File: src/rtl/hb_dcs_pkg.sv
package hb_dcs_pkg;

    localparam int DIV_W = 8;
    localparam int WS_W  = 2;

    typedef struct packed {
        logic [DIV_W-1:0] clkdiv;
        logic [WS_W-1:0]  rd_ws;
        logic [WS_W-1:0]  wr_ws;
        logic             strb_pol;
    } timing_prof_t;

    typedef struct packed {
        logic [DIV_W-1:0] clkdiv;
        logic [WS_W-1:0]  wait_cnt;
        logic             strb_pol;
    } access_timing_t;

    typedef enum logic [1:0] {
        CS_NONE = 2'd0,
        CS_ZERO = 2'd1,
        CS_ONE  = 2'd2
    } cs_choice_t;

    function automatic logic mode_is_dual(input logic [2:0] mode);
        return (mode == 3'd2) || (mode == 3'd3);
    endfunction

endpackage

File: src/rtl/hb_region_match.sv
module hb_region_match #(
    parameter int WIN_W    = 4,
    parameter int SEL_W    = 2,
    parameter int WIN_BASE = 10
) (
    input  logic [WIN_W-1:0] win,
    input  logic [SEL_W-1:0] sel,
    output logic             enabled,
    output logic             match
);
    logic [WIN_W-1:0] target;

    always_comb begin
        target  = WIN_W'(WIN_BASE) + WIN_W'(sel) - WIN_W'(1);
        enabled = (sel != '0);
        match   = enabled && (win == target);
    end
endmodule

File: src/rtl/hb_cs_select.sv
module hb_cs_select
    import hb_dcs_pkg::*;
(
    input  logic       valid,
    input  logic       dual,
    input  logic       peri_en,
    input  logic       mem_en,
    input  logic       peri_hit,
    input  logic       mem_hit,
    input  logic       split_bit,
    output cs_choice_t choice
);
    cs_choice_t half_pick;

    always_comb begin
        half_pick = split_bit ? CS_ONE : CS_ZERO;
        choice    = CS_NONE;
        if (valid) begin
            if (!dual) begin
                if (peri_hit || mem_hit) choice = CS_ZERO;
            end else if (peri_en && mem_en) begin
                if (peri_hit)     choice = CS_ZERO;
                else if (mem_hit) choice = CS_ONE;
            end else if (peri_en) begin
                if (peri_hit) choice = half_pick;
            end else if (mem_en) begin
                if (mem_hit) choice = half_pick;
            end
        end
    end
endmodule

File: src/rtl/hb_timing_mux.sv
module hb_timing_mux
    import hb_dcs_pkg::*;
(
    input  cs_choice_t     choice,
    input  logic           dual,
    input  logic           own_timing,
    input  logic           is_write,
    input  timing_prof_t   prof0,
    input  timing_prof_t   prof1,
    output access_timing_t timing
);
    timing_prof_t picked;

    always_comb begin
        picked = (choice == CS_ONE && dual && own_timing) ? prof1 : prof0;
        if (choice == CS_NONE) begin
            timing = '0;
        end else begin
            timing.clkdiv   = picked.clkdiv;
            timing.wait_cnt = is_write ? picked.wr_ws : picked.rd_ws;
            timing.strb_pol = picked.strb_pol;
        end
    end
endmodule

File: src/rtl/hb_dcs_decoder.sv
module hb_dcs_decoder
    import hb_dcs_pkg::*;
#(
    parameter int ADDR_W    = 32,
    parameter int WIN_W     = 4,
    parameter int SEL_W     = 2,
    parameter int PERI_BASE = 10,
    parameter int MEM_BASE  = 6,
    localparam int OFF_W    = ADDR_W - WIN_W
) (
    input  logic              clk,
    input  logic              rst,
    input  logic              addr_valid,
    input  logic [ADDR_W-1:0] addr,
    input  logic              acc_write,
    input  logic [2:0]        cs_mode,
    input  logic [SEL_W-1:0]  peri_sel,
    input  logic [SEL_W-1:0]  mem_sel,
    input  logic              cs_own_timing,
    input  logic [DIV_W-1:0]  t0_clkdiv,
    input  logic [WS_W-1:0]   t0_rd_ws,
    input  logic [WS_W-1:0]   t0_wr_ws,
    input  logic              t0_strb_pol,
    input  logic [DIV_W-1:0]  t1_clkdiv,
    input  logic [WS_W-1:0]   t1_rd_ws,
    input  logic [WS_W-1:0]   t1_wr_ws,
    input  logic              t1_strb_pol,
    output logic              cs0_n,
    output logic              cs1_n,
    output logic              hit,
    output logic [OFF_W-1:0]  ext_addr,
    output logic [DIV_W-1:0]  prof_clkdiv,
    output logic [WS_W-1:0]   prof_wait,
    output logic              prof_strb_pol
);
    localparam int                 NREG      = 2;
    localparam logic [OFF_W-1:0]   MASK_FULL = '1;
    localparam logic [OFF_W-1:0]   MASK_M2   = MASK_FULL >> 1;
    localparam logic [OFF_W-1:0]   MASK_M3   = MASK_FULL >> 2;

    logic [WIN_W-1:0] win;
    logic [OFF_W-1:0] offset;
    logic [OFF_W-1:0] addr_mask;
    logic             dual;
    logic [NREG-1:0]  reg_en;
    logic [NREG-1:0]  reg_hit;
    logic [SEL_W-1:0] reg_sel [NREG];

    cs_choice_t     choice;
    timing_prof_t   prof0, prof1;
    access_timing_t acc_t;
    access_timing_t acc_t_q;

    assign win        = addr[ADDR_W-1 -: WIN_W];
    assign offset     = addr[OFF_W-1:0];
    assign dual       = mode_is_dual(cs_mode);
    assign reg_sel[0] = peri_sel;
    assign reg_sel[1] = mem_sel;

    // region 0 is the peripheral window, region 1 the memory window
    for (genvar g = 0; g < NREG; g++) begin : g_region
        hb_region_match #(
            .WIN_W    (WIN_W),
            .SEL_W    (SEL_W),
            .WIN_BASE ((g == 0) ? PERI_BASE : MEM_BASE)
        ) i_match (
            .win     (win),
            .sel     (reg_sel[g]),
            .enabled (reg_en[g]),
            .match   (reg_hit[g])
        );
    end

    hb_cs_select i_select (
        .valid     (addr_valid),
        .dual      (dual),
        .peri_en   (reg_en[0]),
        .mem_en    (reg_en[1]),
        .peri_hit  (reg_hit[0]),
        .mem_hit   (reg_hit[1]),
        .split_bit (offset[OFF_W-1]),
        .choice    (choice)
    );

    always_comb begin
        prof0 = '{clkdiv: t0_clkdiv, rd_ws: t0_rd_ws, wr_ws: t0_wr_ws, strb_pol: t0_strb_pol};
        prof1 = '{clkdiv: t1_clkdiv, rd_ws: t1_rd_ws, wr_ws: t1_wr_ws, strb_pol: t1_strb_pol};
    end

    hb_timing_mux i_timing (
        .choice     (choice),
        .dual       (dual),
        .own_timing (cs_own_timing),
        .is_write   (acc_write),
        .prof0      (prof0),
        .prof1      (prof1),
        .timing     (acc_t)
    );

    always_comb begin
        case (cs_mode)
            3'd2:    addr_mask = MASK_M2;
            3'd3:    addr_mask = MASK_M3;
            default: addr_mask = MASK_FULL;
        endcase
    end

    always_ff @(posedge clk) begin
        if (rst) begin
            cs0_n    <= 1'b1;
            cs1_n    <= 1'b1;
            hit      <= 1'b0;
            ext_addr <= '0;
            acc_t_q  <= '0;
        end else begin
            cs0_n    <= (choice != CS_ZERO);
            cs1_n    <= (choice != CS_ONE);
            hit      <= (choice != CS_NONE);
            ext_addr <= (choice != CS_NONE) ? (offset & addr_mask) : '0;
            acc_t_q  <= acc_t;
        end
    end

    assign prof_clkdiv   = acc_t_q.clkdiv;
    assign prof_wait     = acc_t_q.wait_cnt;
    assign prof_strb_pol = acc_t_q.strb_pol;

    AST_CS_EXCLUSIVE: assert property (@(posedge clk) disable iff (rst) !(!cs0_n && !cs1_n));
    AST_HIT_TRACKS_CS: assert property (@(posedge clk) disable iff (rst) hit == (!cs0_n || !cs1_n));
    AST_IDLE_NO_SELECT: assert property (@(posedge clk) disable iff (rst) !addr_valid |=> (!hit && cs0_n && cs1_n));
    AST_SINGLE_CS0_ONLY: assert property (@(posedge clk) disable iff (rst) (addr_valid && cs_mode != 3'd2 && cs_mode != 3'd3) |=> cs1_n);
    AST_NO_REGION_NO_HIT: assert property (@(posedge clk) disable iff (rst) (addr_valid && peri_sel == '0 && mem_sel == '0) |=> !hit);
    AST_SHARED_TIMING: assert property (@(posedge clk) disable iff (rst) (addr_valid && !cs_own_timing) |=> (!hit || prof_clkdiv == $past(t0_clkdiv)));
endmodule

File: config.mk
export PLATFORM = sky130hd
export DESIGN_NAME = hb_dcs_decoder
export DESIGN_NICKNAME = d
export VERILOG_FILES = /design/src/rtl/hb_dcs_pkg.sv /design/src/rtl/hb_region_match.sv /design/src/rtl/hb_cs_select.sv /design/src/rtl/hb_timing_mux.sv /design/src/rtl/hb_dcs_decoder.sv
export SDC_FILE = /design/constraint.sdc
export NUM_CORES = 1
export LEC_CHECK = 0
export ABC_CLOCK_PERIOD_IN_PS = 3800
export BUFFER_PORTS_ARGS = -buffer_cell sky130_fd_sc_hd__buf_2
export CAP_MARGIN = 20
export CELL_PAD_IN_SITES_DETAIL_PLACEMENT = 1
export CELL_PAD_IN_SITES_GLOBAL_PLACEMENT = 1
export CORE_MARGIN = 2
export CORE_UTILIZATION = 30
export DETAILED_ROUTE_END_ITERATION = 8
export MAX_ROUTING_LAYER = met4
export PLACE_DENSITY_LB_ADDON = 0.2
export SETUP_SLACK_MARGIN = 0.05
export SYNTH_ARGS = -nofsm -noshare
export SYNTH_HDL_FRONTEND = slang
export SYNTH_SLANG_ARGS = --single-unit
File: constraint.sdc
create_clock -name clk -period 3.8 [get_ports clk]
set_input_delay 0.19 -clock clk [delete_from_list [all_inputs] [get_ports clk]]
set_output_delay 0.19 -clock clk [all_outputs]
set_load 0.01 [all_outputs]
==> results.py, run 1 <==
metrics = {
    "cts": {
        "clock-sinks": 42,
        "clock_tree.root_cell": "clkbuf_8",
        "cts_tree": "built",
        "ctsHoldBuffers": 0,
        "clk_pin_slew_ns": 0.07,
        "htree_levels": 2,
        "cts_buffers": 5,
        "cts_setup_buffers": 0,
        "cts_resized": 0,
        "clockBufferDepth": 2,
    },
    "setup_path": {
        "worstPathRequired_ns": 4.02,
        "crit_type": "in -> reg",
        "end_kind": "register",
        "crit_start": "mem_sel[0]",
        "arrival_ns": 2.48,
        "worstSetupStartpointType": "primary input",
        "worstPathMaxFanout": 28,
        "setup.worst_path.end": "ext_addr[27]",
    },
    "synth": {
        "avgSynthCellArea_um2": 10.3,
        "synthTopCellsByArea": "dfxtp_1, and3_1, o21ai_0, ha_1, a21oi_1",
        "synth_top_area_share_pct": 54.3,
        "yosysWarnings": 0,
        "synth_area_um2": 1550,
        "synth_top_area_cell": "dfxtp_1",
        "syn_nets": 225,
        "synth_seq_area_share_pct": 54.3,
        "synthCells": 151,
        "ys_ff_latch": 42,
        "synth_cell_type_count": 34,
    },
    "power_and_ir_drop": {
        "p_int_mw": 0.614,
        "pwr-share-comb_pct": 11.5,
        "clkPwrFrac_pct": 32.6,
        "p_leak_nw": 1.21,
        "swShare_pct": 23.2,
        "ir_drop_v": 0.000133,
        "p_switching_mw": 0.186,
        "power_density_nw_per_um2": 360,
        "seqPwrFrac_pct": 55.9,
    },
    "layout": {
        "layout.nets": 334,
        "area_delta_synth_final_pct": 43.6,
        "final_common_cell": "buf_2",
        "regArea_um2": 841,
        "multiInputGateArea_um2": 639,
        "final_util_pct": 44.1,
        "final_cell_mix": "buf_2, dfxtp_1, and3_1",
        "drive_above_1_share_pct": 46.9,
        "diodes": 0,
        "fillers": 638,
    },
    "sta": {
        "tightestPinTransition_ns": 0.892,
        "rsz0062_at_grt": "no",
        "tns_ns": 0,
        "max_clock_freq_mhz": 443,
        "slew_headroom_pct": 40.1,
        "period_minus_slack_ns": 2.26,
        "setup_viol": 0,
        "hold_violations": 0,
        "drv_slew": 0,
        "period_share_pct": 59.4,
        "setup_slack_ns": 1.54,
    },
    "routing": {
        "drc": 0,
        "drtAntennaViolNets": 0,
        "via_per_inst": 4.52,
        "drt_iter0_drc": 31,
        "totalWireLength_um": 4520,
        "vias": 1490,
        "firstDrtPassIters": 5,
        "wl_per_cell_um": 13.7,
    },
    "global_route": {
        "grt_max_degree": 29,
        "antenna_found_initial": 0,
        "grt_pass1_vias": 1548,
        "grt_pass1_wl_um": 6890,
        "grt_usage_pct": 16.4,
        "overflow": 0,
    },
    "die": {
        "die_h_um": 75.9,
        "io-pin-count": 112,
        "coreArea_um2": 5040,
        "die_x_um": 75.9,
        "die_area_um2": 5750,
        "rows": 26,
        "start_util_pct": 30.7,
    },
    "min_path": {
        "hold_start": "addr[11]",
        "hold_class": "in -> reg",
    },
    "place": {
        "post-place-ws_ns": 1.22,
        "routabilityCongestion": 0.717,
        "io_buffers": 111,
        "hpwlAfterDp_um": 3570,
    },
    "flow_run": {
        "drv_cap": 0,
    },
    "status": {
        "status": "finished clean",
    },
}
-- final cells by class --
class	instances	share of cell area, %
Inverter	6	1.01
Tap cell	70	3.94
Clock buffer	5	3.09
Sequential cell	42	37.8
Clock inverter	2	0.450
Timing Repair Buffer	111	25.0
Multi-Input combinational cell	94	28.7
-- routing by layer --
| metal | vias up | track usage, % | part of all wire (%) |
|---|---|---|---|
| met5 | - | - | 0 |
| met4 | 0 | 4.87 | 0.75 |
| met3 | 2 | 3.97 | 8.9 |
| li1 | 746 | - | - |
| met1 | 680 | 16.1 | 37 |
| met2 | 62 | 31.2 | 54 |
-- critical path, cell delays in order --
cell	delay [ns]
buf_2	0.12
ha_1	0.20
or3b_1	0.35
a2111o_1	0.44
a21oi_4	0.54
nand2_2	0.31
inv_1	0.17
and3_1	0.16
-- cells in the mapped netlist --
library cell,instances
or3b_1,1
a21oi_1,9
clkbuf_1,4
inv_1,6
nand3b_1,1
dfxtp_1,42
nor2_1,1
o21a_1,1
ha_1,4
and2_1,1
buf_6,1
o21ai_1,1
nand2_1,2
a21bo_1,1
nand3_1,9
nor3_1,1
a21oi_4,1
nand2_2,1
buf_2,2
o21ai_0,11
xor2_1,2
nor3_2,1
nand4_1,1
xnor2_1,3
clkbuf_2,2
a2111oi_0,1
nor2b_1,6
a2111oi_4,1
a21boi_1,1
nand2b_1,1
and3_1,28
a2111o_1,1
a41oi_1,1
a221oi_1,2
-- sequential cells by signal (all words and copies together) (netlist names) --
name / cells
ext_addr: 28
hit: 1
prof_clkdiv: 8
prof_strb_pol: 1
cs1_n: 1
prof_wait: 2
cs0_n: 1
-- cell families (layout without fill, tap and decap cells) --
kind of cell	after synthesis	count (layout)	synth area share (%)
fa+ha+maj	4	4	3.23
xor+xnor	5	5	2.83
buf+inv	15	124	4.44
simple gates	54	54	21.0
compound gates	31	31	14.2
flops	42	42	54.3
-- through the flow --
step | cells | hold WS [ns] | power (mW) | instance area [um^2]
3_3_place_gp | 323 | 0.417 | 0.549 | 2150
6_report | 330 | 0.137 | 0.800 | 2220
3_5_place_dp | 323 | 0.425 | 0.551 | 2150
5_1_grt | 330 | 0.130 | 0.844 | 2220
2_1_floorplan | 151 | 0.330 | 0.499 | 1550
4_1_cts | 330 | 0.126 | 0.813 | 2220
-- power by group through the flow --
stage	combinational, mW	sequential (mW)	clock [mW]
after floorplan	0.0377	0.461	0
after global placement	0.0921	0.457	0
after detailed placement	0.0936	0.457	0
after CTS	0.0939	0.447	0.272
after global routing	0.103	0.448	0.293
final	0.0919	0.447	0.261
-- how the worst min path moves through the flow --
stage,endpoint,slack (ns),depth (start not counted)
2_1_floorplan,hit,0.33,2
3_3_place_gp,ext_addr[26],0.42,2
3_5_place_dp,ext_addr[26],0.42,2
4_1_cts,ext_addr[26],0.13,2
5_1_grt,ext_addr[14],0.13,2
6_report,ext_addr[11],0.14,2
No activity file was read; power rests on OpenSTA's default activity.
==> inputs of run 2 (changes only) <==
--- a/config.mk
+++ b/config.mk
@@ -5,13 +5,13 @@
 export SDC_FILE = /design/constraint.sdc
 export NUM_CORES = 1
 export LEC_CHECK = 0
-export ABC_CLOCK_PERIOD_IN_PS = 3800
+export ABC_CLOCK_PERIOD_IN_PS = 2270
 export BUFFER_PORTS_ARGS = -buffer_cell sky130_fd_sc_hd__buf_2
 export CAP_MARGIN = 20
 export CELL_PAD_IN_SITES_DETAIL_PLACEMENT = 1
 export CELL_PAD_IN_SITES_GLOBAL_PLACEMENT = 1
 export CORE_MARGIN = 2
-export CORE_UTILIZATION = 30
+export CORE_UTILIZATION = 28
 export DETAILED_ROUTE_END_ITERATION = 8
 export MAX_ROUTING_LAYER = met4
 export PLACE_DENSITY_LB_ADDON = 0.2
==> constraint.sdc (replaced) <==
create_clock -name clk -period 2.27 [get_ports clk]
set_input_delay 0.1135 -clock clk [delete_from_list [all_inputs] [get_ports clk]]
set_output_delay 0.1135 -clock clk [all_outputs]
set_load 0.01 [all_outputs]
==> results.py, run 2 (synthesis gave the netlist of run 1 again) <==
metrics = {
    "layout": {
        "largest_reg_flops": 28,
        "regMostFlops": "ext_addr",
        "area_delta_synth_final_pct": 47.7,
        "regArea_um2": 841,
        "diodes": 0,
        "fillers": 653,
        "fin_cells": 337,
        "drive_above_1_share_pct": 47.5,
        "final_common_cell": "buf_2",
        "layout.nets": 338,
        "multiInputGateArea_um2": 639,
        "final_cell_mix": "buf_2, dfxtp_1, and3_1",
    },
    "power_and_ir_drop": {
        "ir_drop_v": 0.000252,
        "p_switching_mw": 0.325,
        "clkPwrFrac_pct": 38.7,
        "power_density_nw_per_um2": 646,
        "swShare_pct": 22.0,
        "p_int_mw": 1.15,
        "seqPwrFrac_pct": 50.6,
        "p_leak_nw": 1.24,
        "pwr-share-comb_pct": 10.6,
    },
    "cts": {
        "cts_buffers": 5,
        "clock-sinks": 42,
        "cts_resized": 0,
        "cts_tree": "built",
        "cts_setup_buffers": 0,
        "clk_pin_slew_ns": 0.08,
        "ctsHoldBuffers": 0,
        "clockBufferDepth": 2,
        "htree_levels": 2,
        "clock_tree.root_cell": "clkbuf_8",
    },
    "routing": {
        "highest_layer": "met4",
        "drc": 0,
        "via_per_inst": 4.47,
        "drt_iter0_drc": 21,
        "dr_wl_met3_um": 314,
        "totalWireLength_um": 4430,
        "wl_met2_um": 2240,
        "drtAntennaViolNets": 0,
        "m1WireLength_um": 1830,
        "firstDrtPassIters": 4,
        "vias": 1507,
        "wl_per_cell_um": 13.2,
    },
    "die": {
        "io-pin-count": 112,
        "start_util_pct": 28.5,
        "die_h_um": 78.4,
        "die_x_um": 78.4,
        "coreArea_um2": 5440,
        "die_area_um2": 6140,
        "rows": 27,
    },
    "place": {
        "post-place-ws_ns": 0.183,
        "io_buffers": 111,
        "post-place-cells": 329,
        "routabilityCongestion": 0.808,
        "hpwlAfterDp_um": 3520,
    },
    "sta": {
        "max_clock_freq_mhz": 560,
        "tns_ns": 0,
        "setup_viol": 0,
        "period_minus_slack_ns": 1.78,
        "slew_headroom_pct": 67.2,
        "drv_slew": 0,
        "hold_violations": 0,
        "setup_slack_ns": 0.485,
        "period_share_pct": 78.6,
        "tightestPinTransition_ns": 0.492,
        "rsz0062_at_grt": "no",
    },
    "setup_path": {
        "worstPathMaxFanout": 3,
        "worstSetupStartpointType": "primary input",
        "arrival_ns": 1.96,
        "worstPathRequired_ns": 2.44,
        "crit_type": "in -> reg",
        "end_kind": "register",
    },
    "global_route": {
        "antenna_found_initial": 0,
        "grt_pass1_vias": 1511,
        "grt_usage_pct": 14.8,
        "overflow": 0,
        "grt_pass1_wl_um": 7000,
        "grt_max_degree": 29,
    },
    "flow_run": {
        "drv_cap": 0,
    },
    "min_path": {
        "hold_class": "in -> reg",
        "hold_start": "addr[26]",
        "hold_end": "ext_addr[26]",
        "hold_depth": 2,
    },
    "status": {
        "status": "finished clean",
    },
}
## run 2: worst max-delay path by stage
stage,from,endpoint,slack [ns],depth (start not counted)
finish,mem_sel[0],prof_wait[0],0.49,7
global route,peri_sel[0],prof_wait[1],0.43,8
CTS,mem_sel[0],prof_wait[0],0.49,7
detailed placement,mem_sel[0],prof_wait[0],0.18,7
global placement,mem_sel[0],prof_wait[0],0.23,7
floorplan,mem_sel[0],prof_wait[1],0.40,7
## run 2: routing by layer
metal,global-route usage [%],vias up
met5,-,-
met4,5.26,0
met3,2.87,4
met2,26.3,66
met1,16.5,681
li1,-,756
## run 2: area by class of cell
class	count	area share [%]
flip-flops and latches	42	36.7
multi-input cells	94	27.9
repair buffers	115	25.6
well taps	72	3.94
clock buffers	6	3.17
clock inverters	2	1.64
inverters	6	0.984
## run 2: metrics by stage
| step | util, % | total power [mW] | hold slack, ns | instance area [um^2] |
|---|---|---|---|---|
| finish | 42.1 | 1.48 | 0.0513 | 2290 |
| CTS | 42.1 | 1.50 | 0.0464 | 2290 |
| global route | 42.1 | 1.56 | 0.0411 | 2290 |
| floorplan | - | 0.835 | 0.253 | 1550 |
| detailed placement | 40.1 | 0.926 | 0.344 | 2180 |
| global placement | 40.1 | 0.923 | 0.342 | 2180 |
## run 2: power by group through the flow
stage	logic [mW]	clock network, mW	registers (mW)
finish	0.157	0.573	0.748
global placement	0.158	0	0.765
CTS	0.160	0.590	0.748
detailed placement	0.160	0	0.766
floorplan	0.0632	0	0.772
global route	0.176	0.630	0.749
## run 2: worst max-delay path: stages
cell	delay, ns
buf_2	0.12
ha_1	0.20
or3b_1	0.35
a2111o_1	0.44
a21bo_1	0.26
a2111oi_0	0.39
nor3_1	0.09
==> inputs of run 3 (changes only) <==
--- a/config.mk
+++ b/config.mk
@@ -5,7 +5,7 @@
 export SDC_FILE = /design/constraint.sdc
 export NUM_CORES = 1
 export LEC_CHECK = 0
-export ABC_CLOCK_PERIOD_IN_PS = 2270
+export ABC_CLOCK_PERIOD_IN_PS = 1700
 export BUFFER_PORTS_ARGS = -buffer_cell sky130_fd_sc_hd__buf_2
 export CAP_MARGIN = 20
 export CELL_PAD_IN_SITES_DETAIL_PLACEMENT = 1
==> constraint.sdc (replaced) <==
create_clock -name clk -period 1.7 [get_ports clk]
set_input_delay 0.085 -clock clk [delete_from_list [all_inputs] [get_ports clk]]
set_output_delay 0.085 -clock clk [all_outputs]
set_load 0.01 [all_outputs]
==> results.py, run 3 (synthesis gave the netlist of run 1 again) <==
metrics = {
    "sta": {
        "period_share_pct": 98.4,
        "whs_ns": 0.0248,
        "max_clock_freq_mhz": 598,
        "drv_slew": 0,
        "period_minus_slack_ns": 1.67,
        "rsz0062_at_grt": "yes",
        "slew_headroom_pct": 80.8,
        "setup_viol": 0,
        "hold_violations": 0,
        "tightestPinTransition_ns": 0.284,
    },
    "min_path": {
        "hold_class": "in -> reg",
    },
    "layout": {
        "regMostFlops": "ext_addr",
        "drive_above_1_share_pct": 58.1,
        "final_cell_mix": "buf_2, dfxtp_1, and3_1",
        "final_common_cell": "buf_2",
        "finalInstanceArea_um2": 2600,
        "area_delta_synth_final_pct": 67.7,
        "diodes": 0,
        "largest_reg_flops": 28,
        "layout.nets": 352,
    },
    "global_route": {
        "grt_usage_pct": 14.7,
        "grt_max_degree": 28,
        "overflow": 0,
        "grt_pass1_wl_um": 6980,
        "grt_pass1_vias": 1533,
        "antenna_found_initial": 0,
    },
    "cts": {
        "clockBufferDepth": 2,
        "ctsHoldBuffers": 0,
        "htree_levels": 2,
        "clk_pin_slew_ns": 0.08,
        "clock_tree.root_cell": "clkbuf_8",
        "cts_tree": "built",
        "clock-sinks": 42,
        "cts_setup_buffers": 0,
        "cts_buffers": 5,
    },
    "routing": {
        "via_per_inst": 4.53,
        "drc": 0,
        "vias": 1591,
        "totalWireLength_um": 4680,
        "drtAntennaViolNets": 0,
        "drt_iter0_drc": 45,
        "firstDrtPassIters": 6,
        "wl_per_cell_um": 13.3,
    },
    "die": {
        "die_area_um2": 6140,
        "start_util_pct": 28.5,
        "die_x_um": 78.4,
        "coreArea_um2": 5440,
        "die_h_um": 78.4,
        "io-pin-count": 112,
        "rows": 27,
    },
    "place": {
        "io_buffers": 111,
        "dpl-instance-area_um2": 2300,
        "routabilityCongestion": 0.766,
        "hpwlAfterDp_um": 3530,
    },
    "power_and_ir_drop": {
        "p_leak_nw": 1.32,
        "power_density_nw_per_um2": 787,
        "ir_drop_v": 0.000312,
    },
    "setup_path": {
        "crit_type": "in -> reg",
        "arrival_ns": 1.88,
        "worstPathMaxFanout": 6,
        "worstPathRequired_ns": 1.91,
        "end_kind": "register",
        "worstSetupStartpointType": "primary input",
    },
    "status": {
        "status": "finished clean",
    },
    "flow_run": {
        "drv_cap": 0,
    },
}
run 3: cell types whose count changed in the layout (fill, tap and decap cells not counted), moves of 5 or more:
cell and change:
o21ai_0 -7, and3_4 +5, buf_4 +8, o21ai_1 +7, a21oi_1 -9, and3_1 -5
a21oi_2 +9
run 3: timing repair:
action | 4_1_cts | 5_1_grt
endpoints found under the setup margin | 10 | 37
gates cloned | 0 | 2
resized for setup | 2 | 43
pin swaps | 1 | 14
run 3: report_power, final:
part | total, mW | internal, mW | switching (mW) | leakage (nW)
Clock | 0.768 | 0.438 | 0.330 | 0.0514
Combinational | 0.277 | 0.146 | 0.131 | 0.930
Sequential | 0.999 | 0.996 | 0.00297 | 0.339
run 3: worst paths after layout:
path | startpoint | endpoint | slack [ns] | cells past startpoint
setup / recovery | mem_sel[1] | prof_wait[0] | 0.03 | 8
hold / removal | addr[5] | ext_addr[5] | 0.02 | 2
run 3: per-stage QoR:
stage	setup TNS (ns)	std cells	util (%)	power [mW]	worst slack (ns)
CTS	0	349	44.4	2.04	0.0748
global placement	-8.29	341	42.3	1.26	-0.311
floorplan	-0.133	151	-	1.12	-0.0512
finish	0	351	47.8	2.04	0.0274
detailed placement	-9.75	341	42.3	1.26	-0.360
global route	-0.132	351	47.8	2.16	-0.0482
run 3: final cells by class:
class,count,area [um^2]
fill,640,2840
sequential,42,841
multi-input combinational,95,795
timing repair buffer,128,739
tap,72,90.1
clock buffer,6,72.6
clock inverter,2,37.5
inverter,6,22.5
run 3: critical path, cell delays in order:
cell and delay [ns]:
buf_8 0.10, ha_4 0.14, or3b_1 0.34, a2111o_1 0.55, a21boi_2 0.23, buf_6 0.16
a221oi_4 0.06, nor3_1 0.19
run 3: layer usage:
metal  vias up  share of wire [%]  GRT usage, %
met4         0                2.1          6.49
met5         -                  0             -
met2        72                 48          24.2
met1       724                 44          17.6
met3        10                6.3          2.76
li1        785                  -             -
